File: config.mk
export PLATFORM = sky130hd
export DESIGN_NAME = lsu_access_guard
export DESIGN_NICKNAME = d
export VERILOG_FILES = /design/src/rtl/lsu_guard_pkg.sv /design/src/rtl/lsu_guard_ctrl.sv /design/src/rtl/lsu_guard_dp.sv /design/src/rtl/lsu_access_guard.sv
export SDC_FILE = /design/constraint.sdc
export NUM_CORES = 1
export LEC_CHECK = 0
export ABC_AREA = 1
export BUFFER_PORTS_ARGS = -buffer_cell sky130_fd_sc_hd__buf_2
export CAP_MARGIN = 20
export CORE_UTILIZATION = 40
export CTS_CLUSTER_DIAMETER = 150
export CTS_CLUSTER_SIZE = 14
export DETAILED_ROUTE_END_ITERATION = 12
export PLACE_DENSITY = 0.71
export SLEW_MARGIN = 10
export SYNTH_ARGS = -nofsm -noshare
export SYNTH_HDL_FRONTEND = slang
export SYNTH_SLANG_ARGS = --single-unit
File: constraint.sdc
create_clock -name clk -period 1.77 [get_ports clk]
set_clock_uncertainty 0.05 [all_clocks]
set_input_delay 0.2655 -clock clk [delete_from_list [all_inputs] [get_ports clk]]
set_output_delay 0.2655 -clock clk [all_outputs]
set_load 0.05 [all_outputs]
File: src/rtl/lsu_guard_pkg.sv
package lsu_guard_pkg;

  localparam int CAUSE_W      = 32;
  localparam int CODE_W       = 5;
  localparam int DEST_LSB     = 5;
  localparam int DEST_W       = 5;
  localparam int STORE_BIT    = DEST_LSB + DEST_W;
  localparam int WORD_BIT     = STORE_BIT + 1;

  localparam logic [CODE_W-1:0] CODE_MISALIGN = 5'h01;
  localparam logic [CODE_W-1:0] CODE_STACK    = 5'h07;

  typedef enum logic [1:0] {
    SZ_BYTE = 2'd0,
    SZ_HALF = 2'd1,
    SZ_WORD = 2'd2,
    SZ_WIDE = 2'd3
  } accSize_e;

  typedef struct packed {
    logic capture;
    logic selStack;
    logic raise;
  } guardStrb_t;

  function automatic logic [1:0] sizeMask(input logic [1:0] sz);
    case (accSize_e'(sz))
      SZ_BYTE: return 2'b00;
      SZ_HALF: return 2'b01;
      default: return 2'b11;
    endcase
  endfunction

endpackage

File: src/rtl/lsu_guard_ctrl.sv
module lsu_guard_ctrl
  import lsu_guard_pkg::*;
#(
  parameter int ADDR_W = 32
) (
  input  logic              clk,
  input  logic              rstN,
  input  logic              accValid,
  input  logic [1:0]        accSize,
  input  logic [ADDR_W-1:0] accAddr,
  input  logic              accIsStack,
  input  logic [ADDR_W-1:0] stackLow,
  input  logic [ADDR_W-1:0] stackHigh,
  input  logic              excEnable,
  output guardStrb_t        strb,
  output logic              isWord
);

  logic [1:0] mask;
  logic       misAligned;
  logic       belowLow;
  logic       aboveHigh;
  logic       stackViol;

  always_comb begin
    mask       = sizeMask(accSize);
    misAligned = accValid && ((accAddr[1:0] & mask) != 2'b00);
    belowLow   = accAddr < stackLow;
    aboveHigh  = accAddr > stackHigh;
    stackViol  = accValid && accIsStack && (belowLow || aboveHigh);
    isWord     = (mask == 2'b11);

    strb.capture  = misAligned || stackViol;
    strb.selStack = !misAligned && stackViol;
    strb.raise    = misAligned ? excEnable : stackViol;
  end

  // Byte traffic outside the stack can never be trapped.
  p_byte_no_trap_r2: assert property (@(posedge clk) disable iff (!rstN)
    (accValid && accSize == 2'd0 && !accIsStack) |-> !strb.capture);

  // A raise request is always accompanied by a capture.
  p_raise_with_capture_r5: assert property (@(posedge clk) disable iff (!rstN)
    strb.raise |-> strb.capture);

endmodule

File: src/rtl/lsu_guard_dp.sv
module lsu_guard_dp
  import lsu_guard_pkg::*;
#(
  parameter int ADDR_W = 32
) (
  input  logic               clk,
  input  logic               rstN,
  input  guardStrb_t         strb,
  input  logic [ADDR_W-1:0]  addrIn,
  input  logic               isStore,
  input  logic               isWord,
  input  logic [DEST_W-1:0]  destReg,
  output logic [ADDR_W-1:0]  faultAddr,
  output logic [CAUSE_W-1:0] causeWord,
  output logic               raiseExc
);

  logic [CAUSE_W-1:0] causeNext;

  always_comb begin
    causeNext = '0;
    if (strb.selStack) begin
      causeNext[CODE_W-1:0] = CODE_STACK;
    end else begin
      causeNext[CODE_W-1:0]               = CODE_MISALIGN;
      causeNext[DEST_LSB +: DEST_W]       = destReg;
      causeNext[STORE_BIT]                = isStore;
      causeNext[WORD_BIT]                 = isWord;
    end
  end

  always_ff @(posedge clk or negedge rstN) begin
    if (!rstN) begin
      faultAddr <= '0;
      causeWord <= '0;
      raiseExc  <= 1'b0;
    end else begin
      raiseExc <= strb.raise;
      if (strb.capture) begin
        faultAddr <= addrIn;
        causeWord <= causeNext;
      end
    end
  end

  // Captured address follows the failing access by one cycle.
  p_capture_addr_r3: assert property (@(posedge clk) disable iff (!rstN)
    strb.capture |=> (faultAddr == $past(addrIn)));

  // Without a capture the recorded state holds.
  p_hold_state_r8: assert property (@(posedge clk) disable iff (!rstN)
    !strb.capture |=> ($stable(faultAddr) && $stable(causeWord)));

endmodule

File: src/rtl/lsu_access_guard.sv
module lsu_access_guard
  import lsu_guard_pkg::*;
#(
  parameter int ADDR_W = 32
) (
  input  logic              clk,
  input  logic              rstN,
  input  logic              accValid,
  input  logic [ADDR_W-1:0] accAddr,
  input  logic [1:0]        accSize,
  input  logic              accIsStore,
  input  logic [4:0]        accDestReg,
  input  logic              accIsStack,
  input  logic [ADDR_W-1:0] stackLow,
  input  logic [ADDR_W-1:0] stackHigh,
  input  logic              excEnable,
  output logic [ADDR_W-1:0] faultAddr,
  output logic [31:0]       causeWord,
  output logic              raiseExc
);

  guardStrb_t strb;
  logic       isWord;

  lsu_guard_ctrl #(.ADDR_W(ADDR_W)) ctrl_i (
    .clk       (clk),
    .rstN      (rstN),
    .accValid  (accValid),
    .accSize   (accSize),
    .accAddr   (accAddr),
    .accIsStack(accIsStack),
    .stackLow  (stackLow),
    .stackHigh (stackHigh),
    .excEnable (excEnable),
    .strb      (strb),
    .isWord    (isWord)
  );

  lsu_guard_dp #(.ADDR_W(ADDR_W)) dp_i (
    .clk       (clk),
    .rstN      (rstN),
    .strb      (strb),
    .addrIn    (accAddr),
    .isStore   (accIsStore),
    .isWord    (isWord),
    .destReg   (accDestReg),
    .faultAddr (faultAddr),
    .causeWord (causeWord),
    .raiseExc  (raiseExc)
  );

  // Idle cycles keep everything still and never raise.
  p_idle_quiet_r9: assert property (@(posedge clk) disable iff (!rstN)
    !accValid |=> (!raiseExc && $stable(faultAddr) && $stable(causeWord)));

  // Aligned stack access under the low limit always raises.
  p_stack_low_raise_r6: assert property (@(posedge clk) disable iff (!rstN)
    (accValid && accIsStack && ((accAddr[1:0] & sizeMask(accSize)) == 2'b00)
     && (accAddr < stackLow)) |=> (raiseExc && causeWord == 32'h7));

  // Misaligned access with exceptions off records but never raises.
  p_masked_no_raise_r5: assert property (@(posedge clk) disable iff (!rstN)
    (accValid && !excEnable && ((accAddr[1:0] & sizeMask(accSize)) != 2'b00))
     |=> (!raiseExc && causeWord[4:0] == 5'h01));

endmodule

==> results of run 1 <==
[routing by layer]
metal	share of wire, %	vias up	global-route usage (%)	routed length (um)
li1	-	1845	-	-
met1	41	1733	23.1	4110
met2	52	133	36.3	5250
met3	6.5	11	4.19	662
met4	1.0	0	3.98	104
met5	0	-	0	0
[power by group through the flow]
stage	registers [W]	clock network, W	logic [W]
2_1_floorplan	0.00176	0	0.000640
3_3_place_gp	0.00122	0	0.00164
3_5_place_dp	0.00123	0	0.00167
4_1_cts	0.00121	0.000918	0.00168
5_1_grt	0.00123	0.000961	0.00219
6_report	0.00121	0.000905	0.00202
[cell families (layout without fill, tap and decap cells)]
| logic type | Yosys count | count (layout) |
|---|---|---|
| AOI/OAI and AO/OA | 41 | 41 |
| adders and majority gates | 63 | 63 |
| buffers and inverters | 115 | 277 |
| DFF | 42 | 42 |
| other | 1 | 22 |
| and+or+nand+nor | 221 | 221 |
[final cells by class]
| class | count | share of cell area [%] |
|---|---|---|
| multi-input cells | 347 | 49.4 |
| clock buffers | 5 | 1.22 |
| repair buffers | 188 | 21.6 |
| clock inverters | 3 | 1.22 |
| well taps | 105 | 2.33 |
| inverters | 81 | 5.61 |
| flip-flops and latches | 42 | 18.6 |
[final timing paths]
| path | to | slack (ps) | depth (start not counted) |
|---|---|---|---|
| setup / recovery | dp_i.faultAddr[28]$_DFFE_PN0P_ | -20 | 15 |
| min in group asynchronous | dp_i.causeWord[8]$_DFFE_PN0P_ | 420 | 3 |
| hold reg to reg | dp_i.causeWord[0]$_DFFE_PN0P_ | 450 | 2 |
| max in group asynchronous | dp_i.faultAddr[16]$_DFFE_PN0P_ | 1040 | 3 |
| setup reg to reg | dp_i.faultAddr[22]$_DFFE_PN0P_ | 1050 | 2 |
| hold / removal | dp_i.causeWord[9]$_DFFE_PN0P_ | 120 | 3 |
[tightest hold or removal path, stage by stage]
cell and delay [ps]:
buf_2 70, nand2_1 40, nand2_1 50
[registers in the layout, summed over array words and instances, names as in the netlist]
signal / count
dp_i.raiseExc: 1
dp_i.causeWord: 9
dp_i.faultAddr: 32
[what timing repair did]
action | 4_1_cts | 5_1_grt
gates cloned | 0 | 3
setup endpoints to repair | 37 | 42
hold buffers | 1 | 0
pin swaps | 5 | 58
setup buffers | 0 | 1
hold endpoints to repair | 42 | 0
gates resized for setup | 5 | 199
[cell usage after synthesis]
| library cell | n |
|---|---|
| a21boi_0 | 1 |
| a21o_1 | 2 |
| a21oi_1 | 29 |
| and3_1 | 1 |
| buf_4 | 27 |
| buf_6 | 3 |
| clkbuf_1 | 4 |
| conb_1 | 1 |
| dfrtp_1 | 42 |
| ha_1 | 63 |
| inv_1 | 81 |
| nand2_1 | 149 |
| nand2_2 | 1 |
| nand2_4 | 1 |
| nand3_1 | 43 |
| nand4_1 | 2 |
| nor2_1 | 21 |
| nor3_1 | 2 |
| nor3b_2 | 1 |
| o21a_1 | 2 |
| o21ai_0 | 7 |
[stage by stage]
stage | hold slack, ps | TNS [ps] | worst slack [ps] | utilization (%) | instance area (sq um)
6_report | 117 | -173 | -24.4 | 67.3 | 5640
5_1_grt | 113 | -4780 | -155 | 67.3 | 5640
4_1_cts | 114 | -24.5 | -6.58 | 56.0 | 4700
3_5_place_dp | 207 | -13220 | -337 | 54.0 | 4520
3_3_place_gp | 204 | -14100 | -349 | 54.0 | 4520
2_1_floorplan | -80.1 | 0 | 16.6 | - | 3610
==> results.py, run 1 <==
metrics = {
    "route": {
        "final_antenna_net_count": 0,
        "drt_pass1_iterations": 4,
        "drt_wl_total_um": 10100,
        "avgRoutedWirePerCell_um": 13.1,
        "drt-initial-drc-count": 70,
        "vias": 3722,
        "drc": 0,
        "vias_per_cell": 4.83,
    },
    "logic_synthesis": {
        "postSynthAreaPerCell_sq_um": 7.31,
        "seq_area_frac_synth_pct": 29.8,
        "synth_area_leaders": "dfrtp_1 30%, ha_1 22%, nand2_1 16%, inv_1 8.6%, nand3_1 6.1%",
        "yosysUniqueCellTypes": 21,
        "synthesis.area_sq_um": 3530,
        "synth_top_family_by_area": "simple AND/OR/NAND/NOR gates",
        "synth-adder-area-share_pct": 22.3,
        "yosys.area_share.simple_pct": 25.9,
        "synthCells": 483,
        "synth_mux_area_share_pct": 0,
        "ys_seq_elements": 42,
        "synthXorXnorAreaFrac_pct": 0,
        "synth_top_area_share_pct": 29.8,
        "yosysWarnings": 0,
        "synth-compound-area-share_pct": 6.17,
        "yosysTopAreaCell": "dfrtp_1",
    },
    "clock_network": {
        "cts_tree": "yes",
        "cts_buffers": 5,
        "cts_root_buf": "clkbuf_8",
        "htreeDepth": 2,
        "cts.clk_slew.worst_paths_ps": 90,
        "cts.sinks": 42,
        "worstSkewPairLatency_ps": 290,
        "clk_path_buf_depth": 2,
    },
    "sta": {
        "finalMaxSlewViolations": 0,
        "hold_viol_final": 0,
        "fmax_mhz": 557,
        "finalSetupViolCount": 15,
        "rsz0062_at_grt": "yes",
        "setup_ws_ps": -24.4,
        "post-route-min-period_ps": 1790,
        "min_period_over_period_pct": 101,
    },
    "finish": {
        "final_common_cell": "buf_2",
        "areaGrowthSynthToFinish_pct": 59.9,
        "layout.area.seq_sq_um": 1050,
        "final_cells": 771,
        "drive_gt1_share_pct": 50.0,
        "multiInputGateArea_sq_um": 2780,
        "fin_nets": 837,
        "fillers": 685,
        "most-common-layout-cells": "133 x buf_2, 95 x nand2_1, 60 x inv_1, 42 x dfrtp_1, 41 x nand3_1",
        "antenna-diode-count": 0,
    },
    "power_and_ir_drop": {
        "p_int_w": 0.00236,
        "swShare_pct": 43.0,
        "p_leak_nw": 3.18,
        "p_per_area_nw_per_um2": 734,
        "pwr-share-seq_pct": 29.2,
        "comb_power_share_pct": 48.9,
        "ir_drop_v": 0.000500,
        "p_total_w": 0.00414,
        "p_clk_share_pct": 21.9,
        "switchingPower_w": 0.00178,
    },
    "critical_path": {
        "critPathKind": "in -> reg",
        "max_stage_delay_ps": 320,
        "slowest_stage": "ha_1",
        "cp.arrival_ps": 1930,
        "crit_top_cell": "nand2_1",
        "end_kind": "register",
        "critPathLaunch": "accAddr[27]",
        "path_buf_inv": 2,
        "cp_max_fo": 8,
        "worstSetupStartpointType": "input pin",
        "crit_family": "simple AND/OR/NAND/NOR gates",
        "reg2reg_from": "dp_i.faultAddr[22]$_DFFE_PN0P_",
        "cp.required_ps": 1910,
        "path_cells": "buf_2 > ha_1 > a21oi_1 > o21ai_1 > nand2_1 > nand2_1 > a21oi_2 > nand2_1 > nand2_1 > nand2_2 > nand2_4 > nand2_8 > clkbuf_16 > nand2_2 > nand2_1",
    },
    "grt": {
        "grt_pass1_vias": 3364,
        "grt_overflow": 0,
        "grt_pass1_wl_um": 14200,
        "antenna_found_initial": 0,
        "grt_max_degree": 43,
        "grt_use_total_pct": 19.6,
    },
    "placement": {
        "dp_cells": 758,
        "dpl.hpwl_um": 7450,
        "place_congestion": 0.792,
        "port_buffers": 151,
    },
    "flow_run": {
        "maxCapViolations": 0,
    },
    "worst_hold_path": {
        "hp-class": "in -> reg",
        "min-delay-start": "accDestReg[4]",
    },
    "floorplan": {
        "start_util_pct": 42.1,
        "dieHeight_um": 95.9,
        "core.rowCount": 33,
        "dieWidth_um": 95.9,
        "die-area_sq_um": 9200,
        "io_pins": 174,
        "coreArea_sq_um": 8380,
    },
    "outcome": {
        "status": "complete, but fails checks",
        "violations": "setup timing",
    },
}
Power figures use the tool's default switching activity.
==> run 2, diff against run 1 <==
--- a/config.mk
+++ b/config.mk
@@ -13,6 +13,8 @@
 export CTS_CLUSTER_SIZE = 14
 export DETAILED_ROUTE_END_ITERATION = 12
 export PLACE_DENSITY = 0.71
+export RECOVER_POWER = 100
+export SKIP_LAST_GASP = 1
 export SLEW_MARGIN = 10
 export SYNTH_ARGS = -nofsm -noshare
 export SYNTH_HDL_FRONTEND = slang
==> run 2 against run 1 <==
Net effect: hold slack better by 0.78 ps; die area unchanged; cell count unchanged; setup slack better by 1.7 ps; the run still ends with setup timing left; highest routed layer unchanged; register-to-register slack about the same; global-route usage is the same; combinational power fell by 2%; total power is 1.2% lower; count of clock-buffer cells in the layout is the same; maximum frequency hardly changed.
==> results.py, run 2 (synthesis gave the netlist of run 1 again) <==
metrics = {
    "floorplan": {
        "dieWidth_um": 95.9,
        "io_pins": 174,
        "core.rowCount": 33,
        "coreArea_sq_um": 8380,
        "dieHeight_um": 95.9,
        "die-area_sq_um": 9200,
        "start_util_pct": 42.1,
    },
    "sta": {
        "hold_viol_final": 0,
        "finalSetupViolCount": 12,
        "tightest_slew_ps": 1030,
        "hold_slack_ps": 118,
        "finalMaxSlewViolations": 0,
        "slew_headroom_pct": 31.1,
        "fmax_mhz": 558,
        "setup_ws_ps": -22.7,
        "min_period_over_period_pct": 101,
        "post-route-min-period_ps": 1790,
        "rsz0062_at_grt": "yes",
    },
    "worst_hold_path": {
        "hp-class": "in -> reg",
        "min-delay-start": "accDestReg[4]",
    },
    "clock_network": {
        "worstSkewPairLatency_ps": 290,
        "cts_buffers": 5,
        "htreeDepth": 2,
        "cts_root_buf": "clkbuf_8",
        "cts.clk_slew.worst_paths_ps": 90,
        "cts_tree": "yes",
        "cts.sinks": 42,
        "clk_path_buf_depth": 2,
    },
    "placement": {
        "dpl.hpwl_um": 7450,
        "port_buffers": 151,
        "place_congestion": 0.792,
        "dp_slack_ps": -337,
    },
    "finish": {
        "final_common_cell": "nand2_1",
        "largest_register_ffs": 32,
        "biggestRegsByFlops": "dp_i.faultAddr x32, dp_i.causeWord x9, dp_i.raiseExc x1",
        "fin_nets": 837,
        "fillers": 708,
        "drive_gt1_share_pct": 43.1,
        "areaGrowthSynthToFinish_pct": 57.6,
        "utilization_pct": 66.3,
        "most-common-layout-cells": "98 x nand2_1, 90 x buf_2, 60 x inv_1, 43 x clkbuf_1, 42 x dfrtp_1",
        "top_register": "dp_i.faultAddr",
        "antenna-diode-count": 0,
    },
    "route": {
        "drt-initial-drc-count": 85,
        "final_antenna_net_count": 0,
        "drc": 0,
        "vias_per_cell": 4.81,
        "avgRoutedWirePerCell_um": 13.2,
        "vias": 3712,
        "drt_wl_total_um": 10200,
        "drt_pass1_iterations": 6,
    },
    "power_and_ir_drop": {
        "ir_drop_v": 0.000502,
        "p_per_area_nw_per_um2": 735,
        "p_total_w": 0.00409,
        "p_leak_nw": 3.03,
    },
    "critical_path": {
        "cp.required_ps": 1900,
        "cp_max_fo": 8,
        "cp.arrival_ps": 1920,
        "worstSetupStartpointType": "input pin",
        "reg2reg_from": "dp_i.faultAddr[9]$_DFFE_PN0P_",
        "critPathLaunch": "accAddr[27]",
        "critPathKind": "in -> reg",
        "end_kind": "register",
    },
    "outcome": {
        "violations": "setup timing",
        "status": "complete, but fails checks",
    },
    "grt": {
        "grt_use_total_pct": 19.6,
        "grt_overflow": 0,
        "antenna_found_initial": 0,
        "grt_pass1_wl_um": 14200,
        "grt_max_degree": 43,
        "grt_pass1_vias": 3364,
    },
    "flow_run": {
        "maxCapViolations": 0,
    },
}
run 2: changes by cell type in the layout (fill, tap and decap cells not counted):
cell and delta:
buf_12 -1, buf_2 -43, clkbuf_1 +43, clkbuf_2 +1
nand2_1 +3, nand2_2 -2, nand2_4 -1
run 2: final timing paths:
| check | cells past startpoint | to | slack, ps |
|---|---|---|---|
| setup / recovery | 15 | dp_i.faultAddr[23]$_DFFE_PN0P_ | -20 |
| hold / removal | 3 | dp_i.causeWord[9]$_DFFE_PN0P_ | 120 |
| setup reg to reg | 2 | dp_i.faultAddr[9]$_DFFE_PN0P_ | 1060 |
| hold reg to reg | 2 | dp_i.causeWord[0]$_DFFE_PN0P_ | 450 |
| max in group asynchronous | 3 | dp_i.faultAddr[16]$_DFFE_PN0P_ | 320 |
| min in group asynchronous | 3 | dp_i.causeWord[8]$_DFFE_PN0P_ | 710 |
run 2: stage by stage:
stage          instances  TNS, ps  instance area (sq um)
2_1_floorplan        504        0                   3610
3_5_place_dp         758   -13220                   4520
5_1_grt              771    -4820                   5560
3_3_place_gp         758   -14100                   4520
4_1_cts              767    -24.5                   4700
6_report             771     -116                   5560
run 2: report_power, final:
group | total [W] | internal, W | leakage [nW] | switching, W
clock | 0.000905 | 0.000565 | 0.0683 | 0.000340
sequential | 0.00122 | 0.00111 | 0.516 | 0.000102
combinational | 0.00197 | 0.000626 | 2.45 | 0.00134
run 2: area by class of cell:
class | instances | area, sq um | area share, %
Tap cell | 105 | 131 | 2.36
Multi-Input combinational cell | 347 | 2770 | 49.9
Sequential cell | 42 | 1050 | 18.9
Clock buffer | 5 | 68.8 | 1.24
Clock inverter | 3 | 68.8 | 1.24
Timing Repair Buffer | 188 | 1150 | 20.7
Inverter | 81 | 317 | 5.69
run 2: what timing repair did:
action / in CTS / in global routing
endpoints found under the hold margin: 42 / 0
setup buffers: 0 / 1
hold buffers: 1 / 0
gates cloned: 0 / 3
setup endpoints to repair: 37 / 42
pin swaps: 5 / 58
gates resized for setup: 5 / 195
run 2: metal layers:
layer / track usage, % / vias up / share of wire (%)
li1: - / 1846 / -
met1: 23.1 / 1713 / 41
met2: 36.3 / 137 / 51
met3: 4.19 / 16 / 6.8
met4: 3.98 / 0 / 1.4
met5: 0 / - / 0
run 2: critical path: stages:
cell	delay, ps
buf_2	130
ha_1	320
a21oi_1	160
o21ai_1	110
nand2_1	70
nand2_1	60
a21oi_2	100
nand2_1	60
nand2_1	80
nand2_2	70
nand2_4	110
nand2_8	90
clkbuf_16	190
nand2_2	60
nand2_1	40
==> run 3, diff against run 2 <==
==> constraint.sdc (replaced) <==
create_clock -name clk -period 1.8 [get_ports clk]
set_clock_uncertainty 0.05 [all_clocks]
set_input_delay 0.27 -clock clk [delete_from_list [all_inputs] [get_ports clk]]
set_output_delay 0.27 -clock clk [all_outputs]
set_load 0.05 [all_outputs]
==> run 3 against run 2 <==
Net effect: the flow still finishes with violations (setup timing); combinational power barely moved; global-route usage up 1.2 points; design area is essentially flat; cell count up 0.78%; critical endpoint is now dp_i.faultAddr[2]$_DFFE_PN0P_; largest cell class unchanged; largest power group unchanged.
==> results.py, run 3 (synthesis gave the netlist of run 1 again) <==
metrics = {
    "sta": {
        "hold_slack_ps": 122,
        "tightest_slew_ps": 1130,
        "rsz0062_at_grt": "yes",
        "min_period_over_period_pct": 103,
        "post-route-min-period_ps": 1850,
        "hold_viol_final": 0,
        "finalSetupViolCount": 39,
        "setup-tns-final_ps": -1070,
        "fmax_mhz": 540,
        "slew_headroom_pct": 25.0,
        "finalMaxSlewViolations": 0,
        "setup_ws_ps": -52.8,
    },
    "finish": {
        "final_common_cell": "nand2_1",
        "fin_nets": 844,
        "final_cells": 777,
        "top_register": "dp_i.faultAddr",
        "largest_register_ffs": 32,
        "antenna-diode-count": 0,
        "biggestRegsByFlops": "dp_i.faultAddr x32, dp_i.causeWord x9, dp_i.raiseExc x1",
        "most-common-layout-cells": "113 x nand2_1, 99 x buf_2, 73 x inv_1, 44 x clkbuf_1, 42 x dfrtp_1",
        "areaGrowthSynthToFinish_pct": 57.5,
        "fin_area_sq_um": 5560,
        "drive_gt1_share_pct": 42.1,
    },
    "power_and_ir_drop": {
        "ir_drop_v": 0.000361,
        "comb_power_share_pct": 52.1,
        "switchingPower_w": 0.00174,
        "swShare_pct": 46.8,
        "p_int_w": 0.00198,
        "p_clk_share_pct": 15.4,
        "pwr-share-seq_pct": 32.5,
        "p_leak_nw": 3.06,
        "p_per_area_nw_per_um2": 669,
    },
    "critical_path": {
        "cp.required_ps": 1970,
        "max_stage_delay_ps": 240,
        "cp.arrival_ps": 2030,
        "cp_max_fo": 8,
        "critPathKind": "in -> reg",
        "path_cells": "buf_2 > ha_4 > a21oi_1 > nor2_1 > nor2_1 > nand3_2 > a21oi_2 > nand2_1 > nand2_1 > nand2_2 > nand2_4 > buf_8 > buf_12 > nand3_1 > nand2_1",
        "end_kind": "register",
        "reg2reg_depth": 2,
        "crit_top_cell": "nand2_1",
        "crit_family": "simple AND/OR/NAND/NOR gates",
        "worstSetupStartpointType": "input pin",
        "slowest_stage": "ha_4",
        "path_buf_inv": 3,
        "cp_num_cells": 15,
    },
    "floorplan": {
        "dieWidth_um": 95.9,
        "die-area_sq_um": 9200,
        "io_pins": 174,
        "core.rowCount": 33,
        "dieHeight_um": 95.9,
        "coreArea_sq_um": 8380,
        "start_util_pct": 42.1,
    },
    "placement": {
        "place_congestion": 0.810,
        "port_buffers": 151,
        "dpl.hpwl_um": 7800,
        "dp_slack_ps": -420,
        "place_area_sq_um": 4550,
        "dp_cells": 761,
    },
    "route": {
        "final_antenna_net_count": 0,
        "avgRoutedWirePerCell_um": 13.9,
        "drt-initial-drc-count": 113,
        "drt_pass1_iterations": 4,
        "drt_wl_total_um": 10800,
        "drc": 0,
        "vias": 3766,
        "vias_per_cell": 4.85,
    },
    "outcome": {
        "status": "complete, but fails checks",
        "violations": "setup timing",
    },
    "grt": {
        "grt_overflow": 0,
        "met2_usage_pct": 38.8,
        "grt-busiest-layer": "met2",
        "grtUsageMet1_pct": 24.7,
        "antenna_found_initial": 0,
        "grt_use_total_pct": 20.8,
        "grt_pass1_vias": 3435,
        "grt_pass1_wl_um": 14900,
        "met3_usage_pct": 4.27,
        "grt_max_degree": 25,
    },
    "worst_hold_path": {
        "hp-class": "in -> reg",
        "min_path_cells": 3,
    },
    "clock_network": {
        "cts.sinks": 42,
        "clk_path_buf_depth": 2,
        "cts_buffers": 5,
        "worstSkewPairLatency_ps": 290,
        "cts_tree": "yes",
        "cts_root_buf": "clkbuf_8",
        "htreeDepth": 2,
        "cts.clk_slew.worst_paths_ps": 80,
    },
    "flow_run": {
        "maxCapViolations": 0,
    },
}
run 3: area by class of cell:
| type | instances | area, sq um |
|---|---|---|
| multi-input cells | 347 | 2740 |
| clock inverters | 2 | 10.0 |
| fillers | 732 | 2830 |
| flip-flops and latches | 42 | 1050 |
| clock buffers | 5 | 68.8 |
| repair buffers | 195 | 1240 |
| well taps | 105 | 131 |
| inverters | 81 | 312 |
run 3: timing repair:
action | CTS | global route
setup buffers | 4 | 0
pin swaps | 8 | 55
resized for setup | 26 | 139
setup endpoints to repair | 42 | 42
hold endpoints to repair | 18 | 0
hold buffers | 1 | 0
cloned | 1 | 4
run 3: worst reg2reg max path, delay by kind of cell, from the launching register on:
family	cells	cell delay [ps]
AND/OR/NAND/NOR	2	140
flip-flops	1	420
run 3: power by group through the flow:
stage / combinational (W) / sequential [W] / clock [W]
2_1_floorplan: 0.000629 / 0.00173 / 0
3_3_place_gp: 0.00162 / 0.00120 / 0
3_5_place_dp: 0.00166 / 0.00120 / 0
4_1_cts: 0.00172 / 0.00119 / 0.000592
5_1_grt: 0.00210 / 0.00123 / 0.000630
6_report: 0.00194 / 0.00121 / 0.000571
run 3: worst paths after layout:
| check | from | end | slack, ps |
|---|---|---|---|
| max | accAddr[21] | dp_i.faultAddr[2]$_DFFE_PN0P_ | -50 |
| min | accIsStore | dp_i.causeWord[10]$_DFFE_PN0P_ | 120 |
| max reg2reg | dp_i.causeWord[9]$_DFFE_PN0P_ | dp_i.causeWord[9]$_DFFE_PN0P_ | 1090 |
| min reg2reg | dp_i.causeWord[0]$_DFFE_PN0P_ | dp_i.causeWord[0]$_DFFE_PN0P_ | 420 |
| max in group asynchronous | rstN | dp_i.faultAddr[30]$_DFFE_PN0P_ | 330 |
| min in group asynchronous | rstN | dp_i.causeWord[10]$_DFFE_PN0P_ | 660 |
run 3: layer usage:
metal / vias to the layer above / wire length, um
met5: - / 0
met4: 0 / 159
met2: 136 / 5650
met1: 1760 / 4260
li1: 1856 / -
met3: 14 / 726
run 3: through the flow:
stage	utilization, %	power, W
finish	66.3	0.00372
global placement	54.2	0.00282
detailed placement	54.2	0.00286
global route	66.3	0.00396
floorplan	-	0.00236
CTS	57.5	0.00350
